[src/rtl/cap_pkg.sv]
package cap_pkg;

    typedef enum logic [1:0] {
        CAP_OFF  = 2'd0,
        CAP_RISE = 2'd1,
        CAP_FALL = 2'd2,
        CAP_BOTH = 2'd3
    } cap_mode_e;

endpackage

[src/rtl/cap_sync.sv]
module cap_sync #(
    parameter int STAGES = 2
) (
    input  logic clk,
    input  logic rst_n,
    input  logic async_i,
    output logic level_o
);
    logic [STAGES-1:0] chain_d, chain_q;

    generate
        if (STAGES == 1) begin : g_single
            always_comb chain_d = async_i;
        end else begin : g_multi
            always_comb chain_d = {chain_q[STAGES-2:0], async_i};
        end
    endgenerate

    always_ff @(posedge clk) begin
        if (!rst_n) chain_q <= '0;
        else        chain_q <= chain_d;
    end

    assign level_o = chain_q[STAGES-1];
endmodule

[src/rtl/cap_edge_detect.sv]
module cap_edge_detect
    import cap_pkg::*;
(
    input  logic      clk,
    input  logic      rst_n,
    input  logic      level_i,
    input  cap_mode_e mode_i,
    output logic      hit_o
);
    logic prev_d, prev_q;
    logic rise, fall;

    always_comb begin
        prev_d = level_i;
        rise   = level_i & ~prev_q;
        fall   = ~level_i & prev_q;
        unique case (mode_i)
            CAP_OFF:  hit_o = 1'b0;
            CAP_RISE: hit_o = rise;
            CAP_FALL: hit_o = fall;
            CAP_BOTH: hit_o = rise | fall;
            default:  hit_o = 1'b0;
        endcase
    end

    always_ff @(posedge clk) begin
        if (!rst_n) prev_q <= 1'b0;
        else        prev_q <= prev_d;
    end
endmodule

[src/rtl/dual_slot_capture.sv]
module dual_slot_capture
    import cap_pkg::*;
#(
    parameter int CW          = 32,
    parameter int SYNC_STAGES = 2
) (
    input  logic          clk,
    input  logic          rst_n,
    input  logic [CW-1:0] count_i,
    input  logic          pin_i,
    input  logic [1:0]    cfg_mode_i,
    input  logic          cfg_second_i,
    input  logic          cfg_dir_in_i,
    input  logic          cfg_wr_i,
    input  logic          clr_i,
    output logic [CW-1:0] cap0_o,
    output logic [CW-1:0] cap1_o,
    output logic          cap_evt_o
);
    localparam int SLOTS = 2;
    localparam int IDXW  = $clog2(SLOTS + 1);

    typedef struct packed {
        logic [IDXW-1:0]           idx;
        cap_mode_e                 mode;
        logic                      evt;
        logic [SLOTS-1:0][CW-1:0]  cap;
    } cap_state_t;

    cap_state_t d, q;
    logic       sync_level;
    logic       edge_hit;
    logic       rearm;
    logic       take;

    cap_sync #(.STAGES(SYNC_STAGES)) u_sync (
        .clk     (clk),
        .rst_n   (rst_n),
        .async_i (pin_i),
        .level_o (sync_level)
    );

    cap_edge_detect u_edge (
        .clk     (clk),
        .rst_n   (rst_n),
        .level_i (sync_level),
        .mode_i  (q.mode),
        .hit_o   (edge_hit)
    );

    always_comb begin
        d     = q;
        d.evt = 1'b0;
        rearm = clr_i || (cfg_wr_i && (q.mode == CAP_OFF) && (cfg_mode_i != 2'd0));
        take  = edge_hit && cfg_dir_in_i && (q.idx < IDXW'(SLOTS));
        if (cfg_wr_i) d.mode = cap_mode_e'(cfg_mode_i);
        if (rearm) begin
            d.idx = '0;
        end else if (take) begin
            for (int s = 0; s < SLOTS; s++) begin
                if (q.idx == IDXW'(s)) d.cap[s] = count_i;
            end
            d.idx = q.idx + 1'b1;
            d.evt = (q.idx == IDXW'(cfg_second_i));
        end
    end

    always_ff @(posedge clk) begin
        if (!rst_n) begin
            q.idx  <= '0;
            q.mode <= CAP_OFF;
            q.evt  <= 1'b0;
            q.cap  <= '0;
        end else begin
            q <= d;
        end
    end

    assign cap0_o    = q.cap[0];
    assign cap1_o    = q.cap[1];
    assign cap_evt_o = q.evt;
endmodule

[config.mk]
export PLATFORM = sky130hd
export DESIGN_NAME = dual_slot_capture
export DESIGN_NICKNAME = d
export VERILOG_FILES = /design/src/rtl/cap_pkg.sv /design/src/rtl/cap_sync.sv /design/src/rtl/cap_edge_detect.sv /design/src/rtl/dual_slot_capture.sv
export SDC_FILE = /design/constraint.sdc
export NUM_CORES = 1
export LEC_CHECK = 0
export CORE_UTILIZATION = 53
export DETAILED_ROUTE_END_ITERATION = 10
export DONT_BUFFER_PORTS = 1
export PLACE_DENSITY = 0.68
export SLEW_MARGIN = 10
export SYNTH_ARGS = -nofsm -noshare
export SYNTH_HDL_FRONTEND = slang
export SYNTH_SLANG_ARGS = --single-unit
export TNS_END_PERCENT = 20
[constraint.sdc]
create_clock -name clk -period 2.9 [get_ports clk]
set_input_delay 0.145 -clock clk [delete_from_list [all_inputs] [get_ports clk]]
set_output_delay 0.145 -clock clk [all_outputs]
set_load 0.03 [all_outputs]
==> out/metrics.cfg, run 1 <==
[clock_tree]
numCtsBuffers=9
clock-sinks=72
cts_tree=yes
cts-root-buf=clkbuf_8
cts_resized=0
clk_pin_slew_ns=0.07
insertion_delay_ns=0.34
cts_hold_buf=40
clockBufferDepth=2
post_cts_buffers=0
htree_levels=3

[grt]
gr-total-overflow=0
antenna_found_initial=0
grt_pass1_vias=1955
grt_pass1_wl_um=8832
grtUsageTotal=0.1822
grt_max_degree=102

[timing]
fin_crit_sh=0.7591
drv_slew=0
clock.fmax_mhz=454.2
rsz0062_at_grt=no
relSlewSlack=0.6005
setup_viol=0
finalHoldViolations=0
min_period_ns=2.202
tightest_slew_ns=0.5964
clock_skew_ns=0.007409
tns_ns=0

[routing]
wirelength_um=5707
drt_first_iter_violations=58
wl_per_cell_um=14.34
drtPass1Iterations=4
antenna_left=0
route.detailed.drc=0
num_vias=1988
drt-vias-per-instance=4.995

[layout]
syn_to_final_growth_pct=4.145
num_antenna_cells=0
fin_area_um2=3427
layout-drive-gt1-share=0.06192
final_nets=363
layoutNonFillerInstCount=398

[worst_setup_path]
cp_data_required_time_ns=3.11
crit_chain=inv_1 -> ha_1 -> nand2b_1 -> a311oi_4 -> nand3_4 -> buf_4 -> mux2i_1
crit_family=compound AO/OA/AOI/OAI gates
crit_fanout=26
crit_arrival_ns=2.41
rr_endpoint=cap0_o[16]
crit_type=reg -> reg
r2r-start=u_sync.chain_q[1]
critPathMaxStageDelay_ns=0.47
path_buf_inv=2
reg2reg_slack_ns=0.70
r2r_cells=7
endpoint_kind=register
startpoint_type=register
worst_path_max_delay_cell=a311oi_4

[floorplanning]
die_h_um=80.80
ioPinCount=106
num_rows=28
dieArea_um2=6528
die_x_um=80.80
core-area_um2=5956
initial_core_util=0.5525

[synthesis]
synth-seq-cells=72
seq_area_frac_synth=0.4380
synth_cells=346
yosysTopAreaCell=dfxtp_1
synth_top_area_frac=0.4380
yosysWarningCount=0
syn_nets=391
synth.area.top_cells=dfxtp_1 44%, mux2i_1 20%, buf_4 15%, nand2_1 11%, buf_6 2.1%
post_synth.cell_area_avg_um2=9.511
synth_area_um2=3291
yosysUniqueCellTypes=18

[power]
power_uw=1935
p_leak_uw=0.001688
vdd_drop_max_mv=0.3177
power.density_nw_per_um2=564.7

[status]
outcome=finished clean

[worst_hold_path]
worstHoldStart=clr_i
hold_depth=3
holdPathEnd=cap_evt_o
hold_class=in -> reg

[place]
dp_hpwl_um=3263
port_buffers=0
routabilityCongestion=0.7052
dpl_cell_area_um2=2810
dp.cells=342

[run]
maxCapViolCount=0

-- per-stage QoR --
stage               utilization  hold slack, ns  worst slack (ns)
floorplan                     -          0.2723             1.102
global placement         0.4718          0.2735            0.7797
detailed placement       0.4718          0.2765            0.6891
CTS                      0.5754          0.1106            0.6822
global route             0.5754          0.1470            0.5688
finish                   0.5754          0.1309            0.6985
-- per-layer routing --
layer | wire length, um | part of all wire | global-route usage
met5 | 0 | 0 | 0
met4 | 114 | 0.020 | 0.09821
met3 | 373 | 0.065 | 0.06854
met1 | 2346 | 0.41 | 0.1893
met2 | 2873 | 0.50 | 0.3178
-- state kept, by name, summed over array words and instances (netlist names) --
register and flops:
cap1_o 32, cap_evt_o 1, cap0_o 32, q 4
u_edge.prev_q 1, u_sync.chain_q 2
-- Yosys cell counts --
cell type	n
a21oi_1	2
a311oi_4	1
a31oi_1	1
and2_1	3
buf_4	64
buf_6	6
clkbuf_1	11
dfxtp_1	72
ha_1	4
inv_1	4
mux2i_1	66
nand2_1	98
nand2b_1	3
nand3_4	2
nor2_1	4
nor2b_1	2
or2_1	1
xnor2_1	2
-- cell type report --
class | instances | area [um2]
clock inverter | 3 | 40.04
timing repair buffer | 42 | 432.9
fill | 505 | 2529
inverter | 4 | 15.01
tap | 75 | 93.84
sequential | 72 | 1441
clock buffer | 13 | 158.9
multi-input combinational | 189 | 1245
-- report_power, final --
| part | internal (uW) | switching [uW] |
|---|---|---|
| Combinational | 61.8 | 56.6 |
| Clock | 443 | 354 |
| Sequential | 999 | 21.9 |
| Total | 1500 | 432 |
-- worst reg2reg max path: cells and delay by family, from the launching register on --
family | cells | cell delay [ns]
and+or+nand+nor | 2 | 0.41
adders and majority gates | 1 | 0.27
muxes | 1 | 0.20
DFF | 1 | 0.35
buffers and inverters | 2 | 0.38
AOI/OAI and AO/OA | 1 | 0.47
-- layout by cell type (no fill, tap or decap) --
cell           instances
and2_1                 3
bufinv_16              1
clkbuf_1               2
mux2i_1               66
buf_16                 1
a31oi_1                1
buf_4                  2
dfxtp_1               72
or2_1                  1
clkinv_2               2
ha_1                   4
nor2b_1                2
nor2_1                 4
a21oi_1                2
dlygate4sd3_1         39
nand2b_1               3
nand3_4                2
inv_1                  4
a311oi_4               1
clkbuf_8              11
xnor2_1                2
nand2_1               98
-- worst max-delay path by stage --
| stage | from | endpoint | slack (ns) | cells past startpoint |
|---|---|---|---|---|
| floorplan | u_sync.chain_q[1] | cap0_o[10] | 1.10 | 7 |
| global placement | u_sync.chain_q[1] | cap0_o[7] | 0.78 | 7 |
| detailed placement | u_sync.chain_q[1] | cap0_o[12] | 0.69 | 7 |
| CTS | u_sync.chain_q[1] | cap0_o[8] | 0.68 | 7 |
| global route | u_sync.chain_q[1] | cap0_o[16] | 0.57 | 7 |
| finish | u_sync.chain_q[1] | cap0_o[16] | 0.70 | 7 |
-- cells by family after synthesis --
logic type	synth area share
multiplexers	0.2008
buffers and inverters	0.1836
adder cells (fa/ha/maj)	0.01521
AND/OR/NAND/NOR	0.1441
flip-flops	0.4380
XOR/XNOR	0.005324
AO/OA/AOI/OAI	0.01293
Power figures use the tool's default switching activity.
==> run 2, diff against run 1 <==
Clock period 2.9 ns to 2.25 ns, I/O delays scaled along.
==> out/metrics.cfg, run 2 (synthesized netlist as in run 1, its figures left out) <==
[grt]
gr-total-overflow=0
grt_pass1_vias=1867
grt_max_degree=102
grtUsageTotal=0.1717
antenna_found_initial=0
grt_pass1_wl_um=8383

[clock_tree]
clk_pin_slew_ns=0.07
htree_levels=3
cts_resized=0
cts_tree=yes
clockBufferDepth=2
numCtsBuffers=9
post_cts_buffers=0
cts_hold_buf=40
cts-root-buf=clkbuf_8
insertion_delay_ns=0.33
clock-sinks=72

[layout]
register_area_um2=1441
final_common_cell=nand2_1
multi_input_area_um2=1245
final_nets=365
final_cell_mix=98 x nand2_1, 72 x dfxtp_1, 66 x mux2i_1, 39 x dlygate4sd3_1, 11 x clkbuf_8
num_antenna_cells=0
layout-drive-gt1-share=0.06769
syn_to_final_growth_pct=4.601
fillers=519

[worst_setup_path]
worst_path_max_delay_cell=a311oi_4
crit_chain=inv_1 -> ha_1 -> nand2b_1 -> a311oi_4 -> nand3_4 -> buf_4 -> mux2i_1
crit_start=u_sync.chain_q[1]
crit_arrival_ns=2.19
crit_type=reg -> reg
cp_data_required_time_ns=2.46
endpoint_kind=register
critPathMaxStageDelay_ns=0.46
r2r-start=u_sync.chain_q[1]
startpoint_type=register
crit_fanout=20

[routing]
wl_per_cell_um=14.08
route.detailed.drc=0
drtPass1Iterations=3
wirelength_um=5632
antenna_left=0
drt-vias-per-instance=4.913
num_vias=1965
drt_first_iter_violations=57

[power]
power_uw=2480
power.density_nw_per_um2=720.5
vdd_drop_max_mv=0.3625
p_leak_uw=0.001696

[timing]
finalHoldViolations=0
clock_skew_ns=0.004805
hold_ws_ns=0.09451
setup_viol=0
drv_slew=0
tns_ns=0
relSlewSlack=0.5618
min_period_ns=1.979
tightest_slew_ns=0.6543
rsz0062_at_grt=no
clock.fmax_mhz=505.2
fin_crit_sh=0.8797

[floorplanning]
num_rows=28
ioPinCount=106
core-area_um2=5956
initial_core_util=0.5525
die_x_um=80.80
die_h_um=80.80
dieArea_um2=6528

[worst_hold_path]
worstHoldStart=cfg_dir_in_i
hold_class=in -> reg

[place]
routabilityCongestion=0.7106
dp_hpwl_um=3336
port_buffers=0

[run]
maxCapViolCount=0

[status]
outcome=finished clean

[run 2: cell count changes in the layout (fill, tap and decap cells not counted)]
| cell | previous run | this run |
|---|---|---|
| buf_4 | 2 | 4 |
[run 2: path summary, 6_finish.rpt]
kind | slack (ns) | cells after the start | to
min | 0.09 | 4 | cap_evt_o
min reg2reg | 0.44 | 1 | u_sync.chain_q[1]
max | 0.27 | 7 | cap0_o[7]
max reg2reg | 0.27 | 7 | cap0_o[7]
[run 2: power breakdown]
group	internal, uW	total (uW)	switching, uW
clock network	570	1010	440
registers	1290	1320	28.1
logic	80.1	154	73.6
[run 2: routing by layer]
metal / track usage / wire length [um] / share of wire / up-vias
met1: 0.1739 / 2285 / 0.41 / 899
met4: 0.09643 / 114 / 0.020 / 0
met3: 0.07303 / 432 / 0.077 / 10
li1: - / - / - / 988
met2: 0.2966 / 2800 / 0.50 / 68
met5: 0 / 0 / 0 / -
[run 2: worst max-delay path: cells and delay by family (launching register included)]
kind	cells	cell delay [ns]
AND/OR/NAND/NOR	2	0.28
multiplexers	1	0.15
flip-flops	1	0.35
AO/OA/AOI/OAI	1	0.46
buffers and inverters	2	0.31
adder cells (fa/ha/maj)	1	0.27
[run 2: layout make-up]
type / count / share of cell area
clock buffer: 13 / 0.04616
clock inverter: 3 / 0.01163
inverter: 4 / 0.004362
multi-input combinational: 189 / 0.3617
sequential: 72 / 0.4188
tap: 75 / 0.02726
timing repair buffer: 44 / 0.1301
[run 2: metrics by stage]
step	setup WS, ns	cells	cell area [um2]	utilization
floorplan	0.4523	346	3291	-
global placement	0.3423	344	2825	0.4744
detailed placement	0.2822	344	2825	0.4744
CTS	0.2522	400	3442	0.5779
global route	0.1413	400	3442	0.5779
finish	0.2707	400	3442	0.5779
